$ cat config.mk
export PLATFORM = sky130hd
export DESIGN_NAME = freq_src_sel
export DESIGN_NICKNAME = d
export VERILOG_FILES = /design/src/rtl/fsel_pkg.sv /design/src/rtl/fsel_strap.sv /design/src/rtl/fsel_mux.sv /design/src/rtl/fsel_chg.sv /design/src/rtl/freq_src_sel.sv
export SDC_FILE = /design/constraint.sdc
export NUM_CORES = 1
export LEC_CHECK = 0
export ABC_AREA = 1
export ABC_CLOCK_PERIOD_IN_PS = 4200
export BUFFER_PORTS_ARGS = -buffer_cell sky130_fd_sc_hd__buf_2
export CAP_MARGIN = 20
export CELL_PAD_IN_SITES_DETAIL_PLACEMENT = 2
export CELL_PAD_IN_SITES_GLOBAL_PLACEMENT = 2
export CORE_MARGIN = 8
export CORE_UTILIZATION = 32
export DETAILED_ROUTE_END_ITERATION = 6
export MAX_ROUTING_LAYER = met4
export PLACE_DENSITY = 0.79
export SLEW_MARGIN = 20
export SYNTH_ARGS = -nofsm -noshare
export SYNTH_HDL_FRONTEND = slang
export SYNTH_HIERARCHICAL = 1
export SYNTH_SLANG_ARGS = --single-unit
$ cat constraint.sdc
create_clock -name clk -period 4.2 [get_ports clk]
set_input_delay 0.21 -clock clk [delete_from_list [all_inputs] [get_ports clk]]
set_output_delay 0.21 -clock clk [all_outputs]
set_load 0.05 [all_outputs]
$ cat src/rtl/fsel_pkg.sv
package fsel_pkg;
  parameter int CODE_W = 5;
  parameter int N_W    = 8;
  parameter int M_W    = 7;
  parameter int NM_OFS = 3;
  localparam int NUM_W = N_W + 1;
  localparam int DEN_W = M_W + 1;

  typedef enum logic [1:0] {
    SRC_CODE      = 2'd0,
    SRC_PROG      = 2'd1,
    SRC_RCV_NM    = 2'd2,
    SRC_RCV_STRAP = 2'd3
  } src_e;

  function automatic logic [NUM_W-1:0] num_of(input logic [N_W-1:0] n);
    return NUM_W'(n) + NUM_W'(NM_OFS);
  endfunction

  function automatic logic [DEN_W-1:0] den_of(input logic [M_W-1:0] m);
    return DEN_W'(m) + DEN_W'(NM_OFS);
  endfunction

  function automatic logic ratio_ok(input logic [NUM_W-1:0] num,
                                    input logic [DEN_W-1:0] den);
    return num > NUM_W'(den);
  endfunction
endpackage

$ cat src/rtl/fsel_strap.sv
module fsel_strap
  import fsel_pkg::*;
(
  input  logic              clk,
  input  logic              rst_n,
  input  logic [CODE_W-1:0] strap_in,
  output logic [CODE_W-1:0] strap_q,
  output logic [CODE_W-1:0] strap_eff,
  output logic              cap_done
);
  always_ff @(posedge clk or negedge rst_n) begin
    if (!rst_n) begin
      strap_q  <= '0;
      cap_done <= 1'b0;
    end else if (!cap_done) begin
      strap_q  <= strap_in;
      cap_done <= 1'b1;
    end
  end

  // before capture completes, the value about to be captured is used
  assign strap_eff = cap_done ? strap_q : strap_in;
endmodule

$ cat src/rtl/fsel_mux.sv
module fsel_mux
  import fsel_pkg::*;
(
  input  logic [CODE_W-1:0] strap_eff,
  input  logic [CODE_W-1:0] sw_code,
  input  logic              ovr,
  input  logic              prog_en,
  input  logic              rcv_now,
  input  logic              rcv_sel,
  input  logic [N_W-1:0]    prog_n,
  input  logic [M_W-1:0]    prog_m,
  input  logic [N_W-1:0]    rcv_n,
  input  logic [M_W-1:0]    rcv_m,
  input  logic [NUM_W-1:0]  held_num,
  input  logic [DEN_W-1:0]  held_den,
  output src_e              src,
  output logic [CODE_W-1:0] code_nx,
  output logic [NUM_W-1:0]  cand_num,
  output logic [DEN_W-1:0]  cand_den,
  output logic              hold_load,
  output logic [NUM_W-1:0]  num_nx,
  output logic [DEN_W-1:0]  den_nx,
  output logic              bad_nx
);
  logic use_nm;
  logic cand_ok;

  always_comb begin
    if (rcv_now) src = rcv_sel ? SRC_RCV_NM : SRC_RCV_STRAP;
    else         src = prog_en ? SRC_PROG : SRC_CODE;
  end

  assign code_nx  = (src == SRC_RCV_STRAP) ? strap_eff
                  : (ovr ? sw_code : strap_eff);
  assign cand_num = (src == SRC_RCV_NM) ? num_of(rcv_n) : num_of(prog_n);
  assign cand_den = (src == SRC_RCV_NM) ? den_of(rcv_m) : den_of(prog_m);
  assign use_nm   = (src == SRC_PROG) || (src == SRC_RCV_NM);
  assign cand_ok  = ratio_ok(cand_num, cand_den);

  assign hold_load = use_nm && cand_ok;
  assign num_nx    = !use_nm ? '0 : (cand_ok ? cand_num : held_num);
  assign den_nx    = !use_nm ? '0 : (cand_ok ? cand_den : held_den);
  assign bad_nx    = use_nm && !cand_ok;
endmodule

$ cat src/rtl/fsel_chg.sv
module fsel_chg
  import fsel_pkg::*;
(
  input  logic              clk,
  input  logic              rst_n,
  input  logic              cap_done,
  input  logic [N_W-1:0]    prog_n,
  input  logic [M_W-1:0]    prog_m,
  input  logic [N_W-1:0]    rcv_n,
  input  logic [M_W-1:0]    rcv_m,
  input  logic [CODE_W-1:0] code_nx,
  input  logic [NUM_W-1:0]  num_nx,
  input  logic [DEN_W-1:0]  den_nx,
  input  logic              bad_nx,
  input  logic [CODE_W-1:0] code_q,
  input  logic [NUM_W-1:0]  num_q,
  input  logic [DEN_W-1:0]  den_q,
  input  logic              bad_q,
  output logic              nm_moved,
  output logic              out_moved,
  output logic              chg_nx
);
  logic [N_W-1:0] pn_q, rn_q;
  logic [M_W-1:0] pm_q, rm_q;

  always_ff @(posedge clk or negedge rst_n) begin
    if (!rst_n) begin
      pn_q <= '0;
      pm_q <= '0;
      rn_q <= '0;
      rm_q <= '0;
    end else begin
      pn_q <= prog_n;
      pm_q <= prog_m;
      rn_q <= rcv_n;
      rm_q <= rcv_m;
    end
  end

  assign nm_moved  = (prog_n != pn_q) || (prog_m != pm_q)
                  || (rcv_n  != rn_q) || (rcv_m  != rm_q);
  assign out_moved = (code_nx != code_q) || (num_nx != num_q)
                  || (den_nx  != den_q)  || (bad_nx != bad_q);
  // the capture edge only primes the history registers
  assign chg_nx    = cap_done && (nm_moved || out_moved);
endmodule

$ cat src/rtl/freq_src_sel.sv
module freq_src_sel
  import fsel_pkg::*;
(
  input  logic              clk,
  input  logic              rst_n,
  input  logic [CODE_W-1:0] strap_in,
  input  logic [CODE_W-1:0] sw_code,
  input  logic              ovr,
  input  logic              prog_en,
  input  logic [N_W-1:0]    prog_n,
  input  logic [M_W-1:0]    prog_m,
  input  logic              rcv_sel,
  input  logic [N_W-1:0]    rcv_n,
  input  logic [M_W-1:0]    rcv_m,
  input  logic              wdt_timeout,
  output logic [CODE_W-1:0] strap_latched,
  output logic [CODE_W-1:0] active_code,
  output logic [NUM_W-1:0]  div_num,
  output logic [DEN_W-1:0]  div_den,
  output logic              ratio_bad,
  output logic              freq_chg
);
  logic [CODE_W-1:0] strap_q, strap_eff, code_nx, code_q;
  logic              cap_done;
  logic              rcv_q, rcv_now;
  src_e              src;
  logic [NUM_W-1:0]  cand_num, num_nx, num_q, held_num;
  logic [DEN_W-1:0]  cand_den, den_nx, den_q, held_den;
  logic              hold_load, bad_nx, bad_q;
  logic              nm_moved, out_moved, chg_nx, chg_q;

  fsel_strap u_strap (
    .clk(clk), .rst_n(rst_n), .strap_in(strap_in),
    .strap_q(strap_q), .strap_eff(strap_eff), .cap_done(cap_done)
  );

  // recovery is sticky until reset
  assign rcv_now = rcv_q || wdt_timeout;

  always_ff @(posedge clk or negedge rst_n) begin
    if (!rst_n) rcv_q <= 1'b0;
    else        rcv_q <= rcv_now;
  end

  fsel_mux u_mux (
    .strap_eff(strap_eff), .sw_code(sw_code), .ovr(ovr), .prog_en(prog_en),
    .rcv_now(rcv_now), .rcv_sel(rcv_sel),
    .prog_n(prog_n), .prog_m(prog_m), .rcv_n(rcv_n), .rcv_m(rcv_m),
    .held_num(held_num), .held_den(held_den),
    .src(src), .code_nx(code_nx), .cand_num(cand_num), .cand_den(cand_den),
    .hold_load(hold_load), .num_nx(num_nx), .den_nx(den_nx), .bad_nx(bad_nx)
  );

  fsel_chg u_chg (
    .clk(clk), .rst_n(rst_n), .cap_done(cap_done),
    .prog_n(prog_n), .prog_m(prog_m), .rcv_n(rcv_n), .rcv_m(rcv_m),
    .code_nx(code_nx), .num_nx(num_nx), .den_nx(den_nx), .bad_nx(bad_nx),
    .code_q(code_q), .num_q(num_q), .den_q(den_q), .bad_q(bad_q),
    .nm_moved(nm_moved), .out_moved(out_moved), .chg_nx(chg_nx)
  );

  always_ff @(posedge clk or negedge rst_n) begin
    if (!rst_n) begin
      held_num <= '0;
      held_den <= '0;
    end else if (hold_load) begin
      held_num <= cand_num;
      held_den <= cand_den;
    end
  end

  always_ff @(posedge clk or negedge rst_n) begin
    if (!rst_n) begin
      code_q <= '0;
      num_q  <= '0;
      den_q  <= '0;
      bad_q  <= 1'b0;
      chg_q  <= 1'b0;
    end else begin
      code_q <= code_nx;
      num_q  <= num_nx;
      den_q  <= den_nx;
      bad_q  <= bad_nx;
      chg_q  <= chg_nx;
    end
  end

  assign strap_latched = strap_q;
  assign active_code   = code_q;
  assign div_num       = num_q;
  assign div_den       = den_q;
  assign ratio_bad     = bad_q;
  assign freq_chg      = chg_q;
endmodule

### Word level (Yosys, flattened, before mapping)

Cells that the tools add are included.

| storage, ports and cells | value |
|---|---|
| output and inout bits | 29 |
| logic and storage cells | 55 |
| input port bits | 46 |
| register bits | 78 |

| operators by class | value |
|---|---|
| add/sub/neg operators | 4 |
| magnitude comparators | 1 |
| equality and inequality tests | 11 |
| reductions and logical operators | 13 |
| mux-type cells | 12 |

Operators by type and width:

| operator | number |
|---|---|
| 2-to-1 mux 9 bit | 3 |
| 2-to-1 mux 8 bit | 3 |
| != test 8 bit | 3 |
| adder 8 x 2 -> 9 bit, second input constant | 2 |
| adder 7 x 2 -> 8 bit, second input constant | 2 |
| 2-to-1 mux 5 bit | 3 |
| != test 7 bit | 2 |
| > comparator 9 x 8 -> 1 bit | 1 |
| logical OR 1 bit | 9 |
| != test 9 bit | 1 |
| != test 5 bit | 1 |
| equality test 2 bit, second input constant | 2 |
| logical AND 1 bit | 3 |
| equality test 2 x 1 -> 1 bit, second input constant | 1 |
| 2-to-1 mux 1 bit | 2 |
| 2-to-1 mux 2 bit | 1 |
| logical NOT 1 bit | 1 |
| != test 1 bit | 1 |

### Depth between registers and ports, before layout

| logic depth | value |
|---|---|
| depth in word-level cells | 13 |
| depth in mapped cells | 35 |
| mapped depth without buffers | 32 |

### Modules after synthesis

Netlist, hierarchy kept.

Modules (own cells, without submodules):

| module | sequential area each (µm²) | area an instance (µm²) | cells an instance | instances |
|---|---|---|---|---|
| fsel_chg | 750.7 | 1805.5 | 294 | 1 |
| fsel_mux | 0.0 | 1350.0 | 238 | 1 |
| freq_src_sel | 1051.0 | 1312.5 | 98 | 1 |
| fsel_strap | 150.1 | 214.0 | 23 | 1 |

### Least setup slack after synthesis

OpenSTA, ideal clock, no wires.

| path | value |
|---|---|
| path type | reg2reg |
| start | reg rcv_q |
| end | reg chg_q (netlist: freq_chg) |
| clock period less this slack | 3.806 ns |
| required time | 4.077 ns |
| stages on the path, launching flop included | 35 |
| slack | 0.394 ns |
| setup time | 0.123 ns |
| path buffers | 3 |
| data arrival time | 3.683 ns |
| cells stage by stage | dfrtp_1 or2_2 buf_6 nand2_8 buf_4 nand2_1 nand2_1 inv_1 ha_1 inv_1 nand3_1 nor2_4 xnor2_1 inv_1 ha_1 nand2_1 nor2_1 nand2_1 nand3_1 nand2_1 nand2_1 nand2_1 nand2_4 buf_2 nand4_1 nand2_1 inv_1 nand2_1 nand2_1 nor2_1 nand2_1 nor2_1 nand2_1 nor2_1 a21oi_1 |

| between the ends | value |
|---|---|
| elaborated cells on any way between the ends | 25 |
| classes of those cells | order compare: 1; eq/ne: 7; mux: 8; reduce/logical: 9 |

RTL lines:

| item | line | RTL |
|---|---|---|
| start, declared | freq_src_sel.sv:25 | `logic rcv_q, rcv_now;` |
| start signal, assigned | freq_src_sel.sv:42 | `else rcv_q <= rcv_now;` |
| logical OR 1 bit | freq_src_sel.sv:38 | `assign rcv_now = rcv_q \|\| wdt_timeout;` |
| net rcv_now | freq_src_sel.sv:25 |  |
| 2-to-1 mux 2 bit | fsel_mux.sv:29 | `if (rcv_now) src = rcv_sel ? SRC_RCV_NM : SRC_RCV_STRAP;` |
| equality test 2 bit | fsel_mux.sv:35 | `assign cand_num = (src == SRC_RCV_NM) ? num_of(rcv_n) : num_of(prog_n);` |
| 2-to-1 mux 9 bit | fsel_mux.sv:35 |  |
| net cand_num[4] | freq_src_sel.sv:27 | `logic [NUM_W-1:0] cand_num, num_nx, num_q, held_num;` |
| > comparator 9 x 8 -> 1 bit | fsel_pkg.sv:26 | `return num > NUM_W'(den);` |
| 2-to-1 mux 8 bit (2 in series) | fsel_mux.sv:42 | `assign den_nx = !use_nm ? '0 : (cand_ok ? cand_den : held_den);` |
| net den_nx[3] | freq_src_sel.sv:28 | `logic [DEN_W-1:0] cand_den, den_nx, den_q, held_den;` |
| != test 8 bit | fsel_chg.sv:43 | `\|\| (den_nx != den_q) \|\| (bad_nx != bad_q);` |
| logical OR 1 bit (2 in series) | fsel_chg.sv:43 |  |
| logical OR 1 bit | fsel_chg.sv:45 | `assign chg_nx = cap_done && (nm_moved \|\| out_moved);` |
| logical AND 1 bit | fsel_chg.sv:45 |  |
| net chg_nx | freq_src_sel.sv:30 | `logic nm_moved, out_moved, chg_nx, chg_q;` |
| end signal, assigned | freq_src_sel.sv:84 | `chg_q <= chg_nx;` |
| end, declared | freq_src_sel.sv:30 |  |

The timed path passes the listed nets, and every way through them passes these cells.
A chain may end at the register's enable or synchronous reset.

### Worst setup path after layout

| path | value |
|---|---|
| start | reg rcv_q |
| end | reg chg_q (netlist: freq_chg) |

| between the ends | value |
|---|---|
| longest elaborated chain between the ends | 13 |
| elaborated cells on any way between the ends | 25 |
| classes of those cells | order compare: 1; eq/ne: 7; mux: 8; reduce/logical: 9 |

Ends and longest elaborated chain:

| item | line | RTL |
|---|---|---|
| logical OR 1 bit | freq_src_sel.sv:38 |  |
| net rcv_now | freq_src_sel.sv:25 |  |
| 2-to-1 mux 2 bit | fsel_mux.sv:29 |  |
| equality test 2 bit | fsel_mux.sv:36 | `assign cand_den = (src == SRC_RCV_NM) ? den_of(rcv_m) : den_of(prog_m);` |
| 2-to-1 mux 8 bit | fsel_mux.sv:36 |  |
| net cand_den[0] | freq_src_sel.sv:28 |  |
| > comparator 9 x 8 -> 1 bit | fsel_pkg.sv:26 |  |
| 2-to-1 mux 9 bit (2 in series) | fsel_mux.sv:41 | `assign num_nx = !use_nm ? '0 : (cand_ok ? cand_num : held_num);` |
| net num_nx[1] | freq_src_sel.sv:27 |  |
| != test 9 bit | fsel_chg.sv:42 | `assign out_moved = (code_nx != code_q) \|\| (num_nx != num_q)` |
| logical OR 1 bit | fsel_chg.sv:42 |  |
| logical OR 1 bit (2 in series) | fsel_chg.sv:43 |  |
| logical OR 1 bit | fsel_chg.sv:45 |  |
| logical AND 1 bit | fsel_chg.sv:45 |  |
| net chg_nx | freq_src_sel.sv:30 |  |

The timed path passes the listed nets, and every way through them passes these cells.

==> reports/metrics.yaml <==
final_common_cell: "nand2_1"
io_pins: 75
first_pass_iters: 4
final_cell_mix: "244 x nand2_1, 113 x inv_1, 78 x dfrtp_1"
drt_iter0_drc: 161
wl_per_cell_um: 18.3
post-route-period-util_pct: 97.1
final_nets: 796
die_h_um: 137
report.final.slew_viol_count: 0
clockBufferDepth: 2
clock.fmax_mhz: 245
crit_path_top_delay_cell: "dfrtp_1"
clock_sinks: 78
cp_num_buf_inv: 6
min-delay-start: "prog_m[0]"
clkSlewWorstSetupHoldPaths_ps: 60
drive_gt1_share_pct: 24.0
place_ws_ps: -97.2
maxCapViolations: 0
worstMarginPinSlew_ps: 753
r2r_setup_slack_ps: 120
p_leak_uw: 0.00327
slowest_delay_ps: 360
rows: 44
r2r_cells: 25
finalHoldViolations: 0
cp-start-kind: "flip-flop"
die_w_um: 137
antenna_found_initial: 1
path_class: "reg -> reg"
crit_family: "simple AND/OR/NAND/NOR gates"
drc: 0
cts_buffers: 9
dp_hpwl_mm: 11.8
r2r-end: "freq_chg"
io_buffers: 74
fp.dieArea_mm2: 0.0187
syn_inst: 649
grt_pass1_wl_mm: 25.4
ys_warn_count: 6
first_global_vias: 4956
hold_depth: 1
fin_crit_ps: 4080
crit_required_ps: 4430
area_growth_pct: 23.0
final_cells: 930
via_count: 4417
gp_congestion: 0.826
powerDensity_mw_per_mm2: 439
finClkSkew_ps: 9.28
outcome: "finished, final reports clean"
dpl.cell_count: 897
cts_max_level: 3
grt_max_degree: 79
worst_slack_ps: 122
ant_nets: 0
r2r-start: "rcv_q"
cp_data_arrival_time_ps: 4310
cts_root_buf: "clkbuf_16"
cts_tree: "built"
avgViaCountPerCell: 4.75
ir_drop_mv: 0.173
syn_nets: 705
grt_usage_pct: 17.9
clock_latency_ps: 350
overflow: 0
timing.critical_path.to_type: "flip-flop"
core-area_mm2: 0.0144
avgSynthCellArea_um2: 7.18
hold_end: "u_chg/pm_q[0]"
drt_wl_total_mm: 17.0
finalSetupViolations: 0
path_max_fanout: 16
min_path_type: "in -> reg"
synth_area_mm2: 0.00466
start_util_pct: 32.4
maxSlewHeadroom_pct: 49.8
fillCellCount: 1689
[routing by layer]
| metal | global-route usage, % | part of all wire (%) | vias up |
|---|---|---|---|
| met5 | - | 0 | - |
| met4 | 5.74 | 1.9 | 0 |
| met3 | 3.45 | 3.2 | 25 |
| met2 | 32.0 | 54 | 66 |
| met1 | 19.7 | 41 | 2205 |
| li1 | - | - | 2121 |
[metrics by stage]
stage,utilization [%],hold WS [ps],area [µm²],power [µW],TNS [ps]
2_1_floorplan,-,-85.6,4660,1400,0
3_3_place_gp,35.9,364,5160,1580,0
3_5_place_dp,35.9,367,5160,1620,-97.2
4_1_cts,38.7,7.41,5560,2470,0
5_1_grt,39.9,11.1,5730,2650,-122
6_report,39.9,11.9,5730,2510,0
[registers in the layout, summed over array words and instances (netlist names)]
name and flops:
u_chg/pn_q 8, u_chg/rm_q 7, active_code 5, held_num 9, div_num 9, u_strap/strap_q 5, ratio_bad 1, rcv_q 1
u_chg/pm_q 7, held_den 8, u_strap/cap_done 1, freq_chg 1, div_den 8, u_chg/rn_q 8
[area by class of cell]
class	count	area (µm²)	share of cell area [%]
Multi-Input combinational cell	438	2230	38.9
Antenna cell	1	2.50	0.0436
Clock inverter	5	60.1	1.05
Inverter	119	454	7.92
Sequential cell	78	1950	34.0
Tap cell	184	230	4.02
Clock buffer	11	233	4.06
Timing Repair Buffer	94	572	9.97
[what timing repair did]
action / 4_1_cts / 5_1_grt
hold endpoints to repair: 0 / 44
pin swaps: 5 / 10
gates cloned: 1 / 1
buffers inserted: 6 / 7
endpoints found under the setup margin: 1 / 1
hold buffers: 0 / 1
gates resized for setup: 13 / 20
[power by group]
part / switching, µW / internal [µW]
Clock: 340 / 461
Sequential: 75.5 / 846
Combinational: 544 / 248
[worst max path at each step]
stage,startpoint,to,slack (ps),cells past startpoint
2_1_floorplan,rcv_q,freq_chg,450,34
6_report,rcv_q,freq_chg,120,25
4_1_cts,rcv_q,freq_chg,30,32
3_5_place_dp,rcv_q,freq_chg,-100,31
5_1_grt,rcv_q,freq_chg,-120,29
3_3_place_gp,wdt_timeout,freq_chg,70,29
Power figures use the tool's default switching activity.
